`config.mk`:
```
export PLATFORM = sky130hd
export DESIGN_NAME = regxfer_decoder
export DESIGN_NICKNAME = d
export VERILOG_FILES = /design/src/rtl/regxfer_pkg.sv /design/src/rtl/regxfer_onehot.sv /design/src/rtl/regxfer_lines.sv /design/src/rtl/regxfer_merge.sv /design/src/rtl/regxfer_decoder.sv
export SDC_FILE = /design/constraint.sdc
export NUM_CORES = 1
export LEC_CHECK = 0
export BUFFER_PORTS_ARGS = -buffer_cell sky130_fd_sc_hd__buf_2
export CAP_MARGIN = 20
export CELL_PAD_IN_SITES_DETAIL_PLACEMENT = 1
export CELL_PAD_IN_SITES_GLOBAL_PLACEMENT = 2
export CORE_MARGIN = 2
export CORE_UTILIZATION = 32
export CTS_BUF_LIST = sky130_fd_sc_hd__clkbuf_4
export CTS_CLUSTER_DIAMETER = 100
export DETAILED_ROUTE_END_ITERATION = 12
export GPL_ROUTABILITY_DRIVEN = 1
export GPL_TIMING_DRIVEN = 1
export PLACE_DENSITY_LB_ADDON = 0.1
export SETUP_SLACK_MARGIN = 0.05
export SLEW_MARGIN = 0
export SYNTH_ARGS = -nofsm -noshare
export SYNTH_HDL_FRONTEND = slang
export SYNTH_SLANG_ARGS = --single-unit
```
`constraint.sdc`:
```
create_clock -name clk -period 2.1 [get_ports clk]
set_input_delay 0.42 -clock clk [delete_from_list [all_inputs] [get_ports clk]]
set_output_delay 0.42 -clock clk [all_outputs]
set_load 0.02 [all_outputs]
```
`src/rtl/regxfer_pkg.sv`:
```
package regxfer_pkg;

    // Transfer lines produced from the 4-bit code
    typedef struct packed {
        logic x_to_a;   // X drives bus A
        logic y_to_a;   // Y drives bus A
        logic x_to_b;   // X drives bus B
        logic y_to_b;   // Y drives bus B
        logic a_to_y;   // Y loads from bus A
        logic b_to_x;   // X loads from bus B
        logic b_to_y;   // Y loads from bus B
    } xfer_lines_t;

    localparam logic [3:0] XC_NONE      = 4'b0000;
    localparam logic [3:0] XC_LDX_B     = 4'b0001;
    localparam logic [3:0] XC_Y_A       = 4'b0010;
    localparam logic [3:0] XC_X_A       = 4'b0011;
    localparam logic [3:0] XC_LDY_B     = 4'b0100;
    localparam logic [3:0] XC_XB_LDY_B  = 4'b0110;
    localparam logic [3:0] XC_XA_LDY_B  = 4'b0111;
    localparam logic [3:0] XC_YB_LDX_B  = 4'b1001;
    localparam logic [3:0] XC_XA_YB     = 4'b1011;
    localparam logic [3:0] XC_LDX_B_LDY_A = 4'b1101;

    function automatic xfer_lines_t decode_xfer(input logic [3:0] code);
        xfer_lines_t l;
        l = '0;
        case (code)
            XC_LDX_B:       l.b_to_x = 1'b1;
            XC_Y_A:         l.y_to_a = 1'b1;
            XC_X_A:         l.x_to_a = 1'b1;
            XC_LDY_B:       l.b_to_y = 1'b1;
            XC_XB_LDY_B:    begin l.x_to_b = 1'b1; l.b_to_y = 1'b1; end
            XC_XA_LDY_B:    begin l.x_to_a = 1'b1; l.b_to_y = 1'b1; end
            XC_YB_LDX_B:    begin l.y_to_b = 1'b1; l.b_to_x = 1'b1; end
            XC_XA_YB:       begin l.x_to_a = 1'b1; l.y_to_b = 1'b1; end
            XC_LDX_B_LDY_A: begin l.b_to_x = 1'b1; l.a_to_y = 1'b1; end
            default:        l = '0;
        endcase
        return l;
    endfunction

endpackage

```
`src/rtl/regxfer_onehot.sv`:
```
module regxfer_onehot #(
    parameter int NREGS = 8,
    localparam int IDXW = $clog2(NREGS)
) (
    input  logic [IDXW-1:0]  idx,
    output logic [NREGS-1:0] sel
);
    for (genvar i = 0; i < NREGS; i++) begin : g_sel
        assign sel[i] = (idx == IDXW'(i));
    end

    always_comb begin
        assert ($onehot0(sel));
    end
endmodule

```
`src/rtl/regxfer_lines.sv`:
```
module regxfer_lines
    import regxfer_pkg::*;
(
    input  logic [3:0]  code,
    output xfer_lines_t lines
);
    always_comb begin
        lines = decode_xfer(code);
    end

    // each bus has at most one source operand
    always_comb begin
        assert (!(lines.x_to_a && lines.y_to_a));
        assert (!(lines.x_to_b && lines.y_to_b));
    end
endmodule

```
`src/rtl/regxfer_merge.sv`:
```
module regxfer_merge
    import regxfer_pkg::*;
#(
    parameter int NREGS = 8
) (
    input  xfer_lines_t      lines,
    input  logic [NREGS-1:0] xsel,
    input  logic [NREGS-1:0] ysel,
    output logic [NREGS-1:0] load,
    output logic [NREGS-1:0] src_a,
    output logic [NREGS-1:0] drv_a,
    output logic [NREGS-1:0] drv_b
);
    logic load_x, load_y;

    always_comb begin
        load_x = lines.b_to_x;
        load_y = lines.a_to_y | lines.b_to_y;
    end

    for (genvar i = 0; i < NREGS; i++) begin : g_reg
        assign load[i]  = (load_x & xsel[i]) | (load_y & ysel[i]);
        assign src_a[i] = lines.a_to_y & ysel[i];
        assign drv_a[i] = (lines.x_to_a & xsel[i]) | (lines.y_to_a & ysel[i]);
        assign drv_b[i] = (lines.x_to_b & xsel[i]) | (lines.y_to_b & ysel[i]);
    end

    always_comb begin
        assert ((src_a & ~load) == '0);
    end
endmodule

```
`src/rtl/regxfer_decoder.sv`:
```
module regxfer_decoder
    import regxfer_pkg::*;
#(
    parameter int NREGS = 8,
    localparam int IDXW = $clog2(NREGS)
) (
    input  logic             clk,
    input  logic             rst,
    input  logic [3:0]       xfer_code,
    input  logic [IDXW-1:0]  x_idx,
    input  logic [IDXW-1:0]  y_idx,
    output logic [NREGS-1:0] load_en,
    output logic [NREGS-1:0] load_from_a,
    output logic [NREGS-1:0] drive_a,
    output logic [NREGS-1:0] drive_b
);
    xfer_lines_t      lines;
    logic [NREGS-1:0] xsel, ysel;
    logic [NREGS-1:0] ld_c, sa_c, da_c, db_c;

    regxfer_onehot #(.NREGS(NREGS)) u_xdec (.idx(x_idx), .sel(xsel));
    regxfer_onehot #(.NREGS(NREGS)) u_ydec (.idx(y_idx), .sel(ysel));
    regxfer_lines u_lines (.code(xfer_code), .lines(lines));
    regxfer_merge #(.NREGS(NREGS)) u_merge (
        .lines(lines), .xsel(xsel), .ysel(ysel),
        .load(ld_c), .src_a(sa_c), .drv_a(da_c), .drv_b(db_c)
    );

    always_ff @(posedge clk) begin
        if (rst) begin
            load_en     <= '0;
            load_from_a <= '0;
            drive_a     <= '0;
            drive_b     <= '0;
        end else begin
            load_en     <= ld_c;
            load_from_a <= sa_c;
            drive_a     <= da_c;
            drive_b     <= db_c;
        end
    end

    logic code_unused;
    always_comb begin
        code_unused = (xfer_code == 4'b0101) || (xfer_code == 4'b1000) ||
                      (xfer_code == 4'b1010) || (xfer_code == 4'b1100) ||
                      (xfer_code == 4'b1110) || (xfer_code == 4'b1111);
    end

    AST_RESET_CLEARS: assert property (@(posedge clk)
        rst |=> (load_en == '0 && drive_a == '0 && drive_b == '0 && load_from_a == '0));
    AST_UNUSED_QUIET: assert property (@(posedge clk) disable iff (rst)
        code_unused |=> (load_en == '0 && drive_a == '0 && drive_b == '0));
    AST_BUS_A_SINGLE: assert property (@(posedge clk) disable iff (rst)
        $onehot0(drive_a));
    AST_BUS_B_SINGLE: assert property (@(posedge clk) disable iff (rst)
        $onehot0(drive_b));
    AST_LOAD_LIMIT: assert property (@(posedge clk) disable iff (rst)
        $countones(load_en) <= 2);
    AST_SRC_NEEDS_LOAD: assert property (@(posedge clk) disable iff (rst)
        (load_from_a & ~load_en) == '0);
    AST_SAME_REG_LOAD: assert property (@(posedge clk) disable iff (rst)
        (x_idx == y_idx && xfer_code == 4'b0110) |=> (load_en != '0 && drive_b == load_en));
endmodule

```
==> metrics.md <==
| Metric | Value |
|---|---|
| Sw Pwr | 268.3 uW |
| Post-detailed-route via-to-cell ratio | 5.032 |
| H-tree Lvls | 2 |
| Die footprint | 4268 sq um |
| Status | finished, final reports clean |
| Syn avg cell area | 9.786 sq um |
| Yosys Warn Count | 0 |
| # DRC | 0 |
| Yosys cell types | 30 |
| Rows | 22 |
| Nets@finish | 179 |
| Minimum clock period | 1301 ps |
| Largest net degree at the start of global routing | 25 |
| Fmax | 0.7685 GHz |
| Clock power frac | 0.309 |
| Vias in the first global route | 1036 |
| Clock sinks | 32 |
| Max Cap Viol | 0 |
| PostCTS Resize Cnt | 0 |
| Fin. Hold Viols | 0 |
| Final Cycle Share | 0.6196 |
| Antenna-violating nets left | 0 |
| Commonest non-fill, non-tap cell in the layout | buf_2 |
| Cell Chain, Critical Path | buf_2 > nand2b_1 > or3b_2 > o22ai_1 |
| Largest stage delay, worst path | 560 ps |
| # port buffers | 43 |
| WP buf/inv | 1 |
| Internal | 769.8 uW |
| Top-Level Pins | 44 |
| Cell Pwr Density | 689.7 nW/um^2 |
| Layout cell share with drive strength beyond 1 | 0.3333 |
| Cts hold-fix bufs | 0 |
| CP max stage cell | or3b_2 |
| WP data required | 2350 ps |
| Initial antenna violation count | 0 |
| RSZ-0062 raised after global routing | false |
| Synth Register Bits | 32 |
| Startpoint class of the critical path | input pin |
| DR iter-0 viols | 41 |
| Core area | 3633 sq um |
| RePlAce Congestion | 0.8050 |
| Setup CP Type | input pin to flop |
| Wirelength, routed | 3.088 mm |
| Post-DP Area | 1454 sq um |
| Gr ovfl total | 0 |
| Sequential share of power | 0.592 |
| Root Driver | clkbuf_4 |
| Via count | 1087 |
| DIE HEIGHT | 65.33 um |
| Chip width | 65.33 um |
| First-pass GRT wire length | 4.926 mm |
| Final total power | 1.038 mW |
| Max Transition Viols Final | 0 |
| Worst setup path start | xfer_code[3] |
| Post-synthesis sequential area ratio | 0.5322 |
| WL/cell | 14.30 um |
| Commonest cells after routing, fill and taps aside | 43 x buf_2, 32 x dfxtp_1, 15 x o22ai_1 |
| Area Overhead vs Synth | 25.05% |
| Post-CTS Setup Inserts | 0 |
| Number of diodes | 0 |
| Total CTS buffers | 5 |
| Setup TNS | 0 ps |
| Clock-pin transition on the worst setup and hold timing paths | 100 ps |
| Post-synthesis instance total | 123 |
| Design area | 1505 sq um |
| HP Start | y_idx[2] |
| CTS tree | done |
| Clock buffer depth | 2 |
| VDD IR-drop max | 0.3037 mV |
| Final setup fails | 0 |
| Worst path top cell family by delay | simple AND/OR/NAND/NOR gates |
| Hold Path Class | input pin to flop |
| Syn_nets | 135 |
| Sw frac | 0.2584 |
| Relative max-transition margin | 0.6475 |
| Cell Area, Synth | 1204 sq um |
| Arr. time, crit path | 1550 ps |
| Leak Pwr | 0.6247 nW |
| Dpl hpwl | 2.340 mm |
| Slew @ Worst Pin | 527.6 ps |
| Crit. End Element | flop |
| Combinational share of power | 0.100 |
| Initial Util | 0.3313 |
| Router iterations before antenna repair | 4 |
| GRT Overall Usage | 0.1552 |
| Max FO, Critical Path | 8 |
## synth_stat cells, drive strengths merged
cell     count  area [sq um]
nand4        4         25.02
or2          2         12.52
nand3        6         30.03
clkbuf       4         15.01
o22ai       15         93.84
nor2        11         41.29
nand2b       5         31.28
or3b         1         8.760
nand4bb      2         22.52
and3b        1         10.01
nor4         1         6.260
and3         1         6.260
o21a         1         7.510
a22oi        3         22.52
nor4b        1         8.760
or4b         1         13.76
o31ai        1         7.510
nor3         2         10.01
nor3b        7         52.55
and4bb       1         12.51
nor2b        2         12.51
dfxtp       32         640.6
o2bb2a       1         10.01
nand3b       3         22.52
nand4b       2         23.77
nand2        7         26.28
a21oi        4         20.02
buf          2         10.01
## final timing paths
kind                             end  slack, ps  cells past startpoint
worst max-delay path      drive_b[4]        800                      4
worst min-delay path  load_from_a[0]        340                      2
## state kept, by name, summed over array words and instances (netlist names)
| register | cells |
|---|---|
| drive_b | 8 |
| load_en | 8 |
| drive_a | 8 |
| load_from_a | 8 |
## power by group through the flow
stage / sequential [mW] / clock (mW) / combinational (mW)
after floorplan: 0.637 / 0 / 0.0557
after global placement: 0.628 / 0 / 0.101
after detailed placement: 0.628 / 0 / 0.104
after CTS: 0.614 / 0.333 / 0.104
after global routing: 0.615 / 0.366 / 0.114
final: 0.614 / 0.320 / 0.104
## cell families (layout without fill, tap and decap cells)
group / count (synthesis) / after routing / share of synthesized area
buffers and inverters: 6 / 51 / 0.02079
AOI/OAI and AO/OA: 25 / 25 / 0.1341
and+or+nand+nor: 60 / 60 / 0.3129
DFF: 32 / 32 / 0.5322
## through the flow
step	util	std cells	setup slack, ps	hold slack (ps)
after global placement	0.4001	208	492.8	676.7
final	0.4143	216	798.8	343.0
after floorplan	-	123	720.7	495.8
after detailed placement	0.4001	208	475.2	683.3
after CTS	0.4143	216	817.7	324.0
after global routing	0.4143	216	728.9	341.7
## final cells by class
class | instances | area, sq um
Timing Repair Buffer | 43 | 215.2
Clock buffer | 5 | 37.54
Sequential cell | 32 | 640.6
Clock inverter | 3 | 13.76
Multi-Input combinational cell | 85 | 538.0
Fill cell | 443 | 2128
Tap cell | 48 | 60.06
## routing by layer
layer,part of all wire,vias up,GRT usage,wire length [um]
met5,0,-,0,0
met4,0.020,0,0.09375,61
met2,0.49,29,0.2526,1507
met1,0.44,505,0.1842,1349
li1,-,547,-,-
met3,0.055,6,0.03767,169
(Power assumes the default switching activity.)
